===== config.mk =====
export PLATFORM = sky130hd
export DESIGN_NAME = clkdiv_out
export DESIGN_NICKNAME = d
export VERILOG_FILES = /design/src/rtl/clkdiv_pkg.sv /design/src/rtl/clkdiv_src_select.sv /design/src/rtl/clkdiv_ctrl.sv /design/src/rtl/clkdiv_datapath.sv /design/src/rtl/clkdiv_out.sv
export SDC_FILE = /design/constraint.sdc
export NUM_CORES = 1
export LEC_CHECK = 0
export ABC_AREA = 1
export CAP_MARGIN = 20
export CORE_MARGIN = 5
export CORE_UTILIZATION = 45
export CTS_CLUSTER_SIZE = 12
export DETAILED_ROUTE_END_ITERATION = 7
export GPL_TIMING_DRIVEN = 0
export PLACE_DENSITY = 0.69
export SYNTH_ARGS = -nofsm -noshare
export SYNTH_HDL_FRONTEND = slang
export SYNTH_SLANG_ARGS = --single-unit

===== constraint.sdc =====
create_clock -name clk -period 3.2 [get_ports clk]
set_clock_uncertainty 0.2 [all_clocks]
set_input_delay 0.64 -clock clk [delete_from_list [all_inputs] [get_ports clk]]
set_output_delay 0.64 -clock clk [all_outputs]
set_load 0.01 [all_outputs]

===== src/rtl/clkdiv_pkg.sv =====
package clkdiv_pkg;

  // Strobes from control to datapath; at most one is set in any cycle.
  typedef struct packed {
    logic load;     // start a new output period with newRatio
    logic advance;  // step one source half-period within the period
    logic halt;     // stop and clear the divider
  } divStrobe_t;

endpackage


===== src/rtl/clkdiv_src_select.sv =====
module clkdiv_src_select #(
  parameter int NUM_PLL = 3,
  parameter int CODE_W  = 3
) (
  input  logic               clk,
  input  logic               rstN,
  input  logic               refClk,
  input  logic [NUM_PLL-1:0] pllClk,
  input  logic [CODE_W-1:0]  srcCode,
  output logic               srcRise,
  output logic               srcFall,
  output logic               reservedSel
);

  localparam int NUM_SRC = 2 * NUM_PLL + 2;
  localparam int RSV_CODE = 1;

  logic [NUM_SRC-1:0] srcVec;
  logic selLvl;
  logic srcQ1, srcQ2;

  assign srcVec[0] = refClk;
  assign srcVec[RSV_CODE] = 1'b0;

  // Each PLL provides an in-phase and an inverted source.
  for (genvar k = 0; k < NUM_PLL; k++) begin : g_pllPhase
    assign srcVec[2*k+2] = pllClk[k];
    assign srcVec[2*k+3] = ~pllClk[k];
  end

  assign selLvl = srcVec[srcCode];
  assign reservedSel = (srcCode == CODE_W'(RSV_CODE));

  always_ff @(posedge clk) begin
    if (!rstN) begin
      srcQ1 <= 1'b0;
      srcQ2 <= 1'b0;
    end else begin
      srcQ1 <= selLvl;
      srcQ2 <= srcQ1;
    end
  end

  assign srcRise = srcQ1 & ~srcQ2;
  assign srcFall = ~srcQ1 & srcQ2;

endmodule


===== src/rtl/clkdiv_ctrl.sv =====
module clkdiv_ctrl
  import clkdiv_pkg::*;
#(
  parameter int RATIO_W = 7
) (
  input  logic               clk,
  input  logic               rstN,
  input  logic               srcRise,
  input  logic               srcFall,
  input  logic               reservedSel,
  input  logic               atEnd,
  input  logic [RATIO_W-1:0] divBank0,
  input  logic [RATIO_W-1:0] divBank1,
  input  logic               bankSel,
  output divStrobe_t         strobe,
  output logic [RATIO_W-1:0] newRatio,
  output logic               running
);

  logic candNz;
  logic runNext;

  assign newRatio = bankSel ? divBank1 : divBank0;
  assign candNz = (newRatio != '0);

  always_comb begin
    strobe  = '0;
    runNext = running;
    if (reservedSel) begin
      strobe.halt = 1'b1;
      runNext = 1'b0;
    end else if (running) begin
      if (srcRise && atEnd) begin
        if (candNz) begin
          strobe.load = 1'b1;
        end else begin
          strobe.halt = 1'b1;
          runNext = 1'b0;
        end
      end else if (srcRise || srcFall) begin
        strobe.advance = 1'b1;
      end
    end else if (srcRise && candNz) begin
      strobe.load = 1'b1;
      runNext = 1'b1;
    end
  end

  always_ff @(posedge clk) begin
    if (!rstN) running <= 1'b0;
    else       running <= runNext;
  end

  AST_RSV_OFF: assert property (@(posedge clk) disable iff (!rstN)
    reservedSel |=> !running);

  AST_STROBE_ONEHOT: assert property (@(posedge clk) disable iff (!rstN)
    $onehot0(strobe));

endmodule


===== src/rtl/clkdiv_datapath.sv =====
module clkdiv_datapath
  import clkdiv_pkg::*;
#(
  parameter int RATIO_W = 7
) (
  input  logic               clk,
  input  logic               rstN,
  input  divStrobe_t         strobe,
  input  logic [RATIO_W-1:0] newRatio,
  output logic               atEnd,
  output logic               divOut
);

  // The counter runs over source half-periods: 0 .. 2*ratio-1.
  localparam int CNT_W = RATIO_W + 1;

  logic [RATIO_W-1:0] actRatio;
  logic [CNT_W-1:0]   cnt;
  logic [CNT_W-1:0]   cntInc;
  logic [CNT_W-1:0]   lastIdx;

  assign lastIdx = {actRatio, 1'b0} - CNT_W'(1);
  assign cntInc  = cnt + CNT_W'(1);
  assign atEnd   = (cnt == lastIdx);

  always_ff @(posedge clk) begin
    if (!rstN) begin
      actRatio <= '0;
      cnt      <= '0;
      divOut   <= 1'b0;
    end else if (strobe.halt) begin
      actRatio <= '0;
      cnt      <= '0;
      divOut   <= 1'b0;
    end else if (strobe.load) begin
      actRatio <= newRatio;
      cnt      <= '0;
      divOut   <= 1'b1;
    end else if (strobe.advance) begin
      cnt      <= cntInc;
      divOut   <= (cntInc < {1'b0, actRatio});
    end
  end

  AST_LOAD_NONZERO: assert property (@(posedge clk) disable iff (!rstN)
    strobe.load |-> (newRatio != '0));

  AST_LOAD_RISES: assert property (@(posedge clk) disable iff (!rstN)
    strobe.load |=> divOut);

  AST_HALT_LOW: assert property (@(posedge clk) disable iff (!rstN)
    strobe.halt |=> !divOut);

  AST_CNT_RANGE: assert property (@(posedge clk) disable iff (!rstN)
    (actRatio != '0) |-> (cnt <= lastIdx));

endmodule


===== src/rtl/clkdiv_out.sv =====
module clkdiv_out
  import clkdiv_pkg::*;
#(
  parameter int NUM_PLL = 3,
  parameter int CODE_W  = 3,
  parameter int RATIO_W = 7
) (
  input  logic               clk,
  input  logic               rstN,
  input  logic               refClk,
  input  logic [NUM_PLL-1:0] pllClk,
  input  logic [CODE_W-1:0]  srcCode,
  input  logic [RATIO_W-1:0] divBank0,
  input  logic [RATIO_W-1:0] divBank1,
  input  logic               bankSel,
  output logic               clkOut,
  output logic               oe
);

  logic srcRise, srcFall, reservedSel, atEnd, running, divOut;
  logic [RATIO_W-1:0] newRatio;
  divStrobe_t strobe;

  clkdiv_src_select #(.NUM_PLL(NUM_PLL), .CODE_W(CODE_W)) u_src (
    .clk(clk), .rstN(rstN), .refClk(refClk), .pllClk(pllClk),
    .srcCode(srcCode), .srcRise(srcRise), .srcFall(srcFall),
    .reservedSel(reservedSel)
  );

  clkdiv_ctrl #(.RATIO_W(RATIO_W)) u_ctrl (
    .clk(clk), .rstN(rstN), .srcRise(srcRise), .srcFall(srcFall),
    .reservedSel(reservedSel), .atEnd(atEnd), .divBank0(divBank0),
    .divBank1(divBank1), .bankSel(bankSel), .strobe(strobe),
    .newRatio(newRatio), .running(running)
  );

  clkdiv_datapath #(.RATIO_W(RATIO_W)) u_dp (
    .clk(clk), .rstN(rstN), .strobe(strobe), .newRatio(newRatio),
    .atEnd(atEnd), .divOut(divOut)
  );

  assign clkOut = divOut;
  assign oe     = running;

  AST_OFF_IS_LOW: assert property (@(posedge clk) disable iff (!rstN)
    !oe |-> !clkOut);

endmodule


==> results.md <==
* Outcome: completed
* Top_reg_cell synth: dfxtp_1
* Met3 usage at 3.156%
* Post-synth ARST share at 0%
* Yosys warnings at 0
* Die X at 70.05 um
* Worst flop-to-flop path endpoint: u_dp.divOut$_SDFFE_PP0P_
* Starting density of the core at 47.51%
* Crit path launch type: register
* Die area at 0.004907 mm2
* Crit share post-route at 75.17%
* Top Ports at 26
* Yosys cell types at 25
* DRT Pass-1 Iters at 4
* GRT Max-Usage Layer: met2
* Resize count post-CTS at 0
* Unrepaired setup endpoints after global routing: no
* Dpl hpwl at 2789 um
* Min Tclk post-route at 2.405 ns
* Final instance area at 0.001957 mm2
* Vias per inst at 4.606
* Overall fraction of global-route tracks in use at 15.24%
* Crit path max-delay family: simple AND/OR/NAND/NOR gates
* H-tree Lvls at 1
* Clock Latency Late Sink at 0.31 ns
* Avg WL per Cell at 10.17 um
* Met1 GRT Util at 18.17%
* Slew margin rel. at 47.83%
* Initial antenna violation count at 0
* CTS tree: built
* Dpl cells at 336
* Final #Nets at 328
* Dominant cell by count in the synthesized netlist: nand2_1
* Routed wire length at 3458 um
* Synth top area share at 23.44%
* TNS Setup at 0 ns
* Worst hold stages at 2
* Worst setup endpoint: u_dp.divOut$_SDFFE_PP0P_
* Crit-path cells: inv_1, nor2_1, xor2_1, inv_1, ha_1, a21oi_1, nand2_1, nand2_1, nand2_1, a21oi_1, nand3_1, nand3_1, nand2_1, inv_1
* Post-Syn Instances at 265
* EDFF count, synth at 0
* Post-Syn Area per Cell at 6.124 um2
* Mapped Nets at 298
* R2R Path Start: u_dp.cnt[2]$_SDFFE_PP0P_
* Area of the core at 0.003416 mm2
* Synthesized cell area at 0.001623 mm2
* Cell taking the most area after synthesis: dfxtp_1
* VDD IR max at 205.7 uV
* Register area share after synthesis at 23.44%
* Slew Viols, Final at 0
* Starting DRC count in detailed routing at 80
* Die height at 70.05 um
* Postcts setup bufs at 0
* Non-filler cells in the finished layout at 340
* Layout cells sized above 1 at 10.20%
* FF+latch count, synth at 19
* Worst Tran Pin Value at 0.7783 ns
* Area delta synth->final at 20.59%
* Number of global-route vias before repair at 1485
* Pwr/cell area at 288.6 mW/mm2
* Post-DP Area at 0.001931 mm2
* Gp weighted congestion at 0.8149
* Maximum clock rate at 415.7 MHz
* Crit path kind: register to register
* Slowest cell delay on critical path at 0.43 ns
* Clock Sink Count at 19
* # port buffers at 25
* # hold bufs at CTS at 0
* Top fanout value on the critical path at 5
* Hold WC Path Type: register to register
* Setup crit start: u_dp.cnt[2]$_SDFFE_PP0P_
* Clk slew on worst S/H paths at 0.11 ns
* Max-Cap Viols at 0
* Largest cells by area after synthesis: dfxtp_1, nand2_1, inv_1
* Worst Reg2Reg Path Length in Cells at 14
* Clock Path Buffers at 2
* Met2 usage at 26.86%
* Global-route wire length before repair at 6182 um
* Top cell by count, worst path: nand2_1
* Largest net degree at the start of global routing at 11
* CTS Root Cell: clkbuf_4
* Crit path capture type: register
* # diodes at 0
* Top cells by count, synth: nand2_1, inv_1, nand3_1, dfxtp_1, nor2_1
* Worst EP arrival at 2.47 ns
* Total gr overflow at 0
* Pleak at 0.9596 nW
* TritonCTS Buffers at 3
* Final Hold Fails at 0
* FF-to-FF setup slack at 0.79 ns
* Worst Path Buf+Inv at 3
* CP required at 3.26 ns
* DRC viols at 0
* Setup violators final at 0
* CP max stage cell: dfxtp_1
* Row cnt at 21
* Critical Path Stages at 14
* DR vias at 1566
* ANT nets after route at 0
## logic make-up after synthesis
group / after synthesis / share of synthesized area [%]
AO/OA/AOI/OAI: 23 / 7.711
adder cells (fa/ha/maj): 9 / 6.939
AND/OR/NAND/NOR: 154 / 44.56
XOR/XNOR: 8 / 4.318
buffers and inverters: 51 / 12.34
flip-flops: 19 / 23.44
multiplexers: 1 / 0.6939
## area by class of cell
| type | count | area, um2 |
|---|---|---|
| timing repair buffer | 25 | 250.2 |
| multi-input combinational | 195 | 1042 |
| sequential | 19 | 380.4 |
| buffer | 2 | 16.27 |
| fill | 347 | 1459 |
| inverter | 49 | 183.9 |
| clock buffer | 4 | 26.28 |
| tap | 46 | 57.56 |
## sequential cells by signal, indices dropped and copies added (netlist names)
signal          count
u_dp.cnt            8
u_src.srcQ2         1
u_src.srcQ1         1
u_dp.actRatio       7
u_ctrl.running      1
u_dp.divOut         1
## placed cells by master, fill, tap and decap left out, drive strengths merged
cell | Yosys | final
ha | 9 | 9
nand3b | 2 | 2
dfxtp | 19 | 19
xor2 | 6 | 6
nand4 | 2 | 2
nor2 | 31 | 31
o211ai | 1 | 1
clkdlybuf4s50 | 0 | 25
nand3 | 25 | 25
clkbuf | 1 | 5
inv | 49 | 49
o21ai | 12 | 12
nand2 | 91 | 91
buf | 1 | 1
xnor2 | 2 | 2
a21oi | 10 | 10
nor3 | 3 | 3
mux2 | 1 | 1
## worst register-to-register path, cell delays in order (launching register included)
cell and delay, ns:
dfxtp_1 0.43, inv_1 0.08, nor2_1 0.34, xor2_1 0.18, inv_1 0.08, ha_1 0.29, a21oi_1 0.14, nand2_1 0.08
nand2_1 0.06, nand2_1 0.05, a21oi_1 0.13, nand3_1 0.08, nand3_1 0.11, nand2_1 0.06, inv_1 0.05
## worst min-delay path by stage
stage / start / to / slack (ns)
final: u_src.srcQ1$_SDFF_PN0_ / u_src.srcQ2$_SDFF_PN0_ / 0.25
after global routing: u_src.srcQ1$_SDFF_PN0_ / u_src.srcQ2$_SDFF_PN0_ / 0.29
after CTS: u_src.srcQ1$_SDFF_PN0_ / u_src.srcQ2$_SDFF_PN0_ / 0.25
after detailed placement: u_src.srcQ1$_SDFF_PN0_ / u_src.srcQ2$_SDFF_PN0_ / 0.24
after global placement: u_src.srcQ1$_SDFF_PN0_ / u_src.srcQ2$_SDFF_PN0_ / 0.24
after floorplan: u_src.srcQ1$_SDFF_PN0_ / u_src.srcQ2$_SDFF_PN0_ / 0.22
## metrics by stage
stage | hold slack (ns) | util (%) | power, mW | setup slack, ns
floorplan | 0.2159 | - | 0.3819 | 1.179
global placement | 0.2353 | 56.52 | 0.4395 | 0.5181
detailed placement | 0.2358 | 56.52 | 0.4411 | 0.5146
CTS | 0.2543 | 57.29 | 0.5715 | 0.8109
global route | 0.2855 | 57.29 | 0.6059 | 0.5303
finish | 0.2515 | 57.29 | 0.5649 | 0.7946
## routing by layer
metal	vias up	share of wire (%)
met1	667	50
met4	0	1.2
met5	-	0
met2	18	46
met3	5	3.0
li1	876	-
## power breakdown
group | internal (mW) | total, mW | switching (mW)
registers | 0.248 | 0.258 | 0.0108
logic | 0.0800 | 0.178 | 0.0977
clock network | 0.0487 | 0.129 | 0.0801
total | 0.376 | 0.565 | 0.189
(Power assumes the default switching activity.)
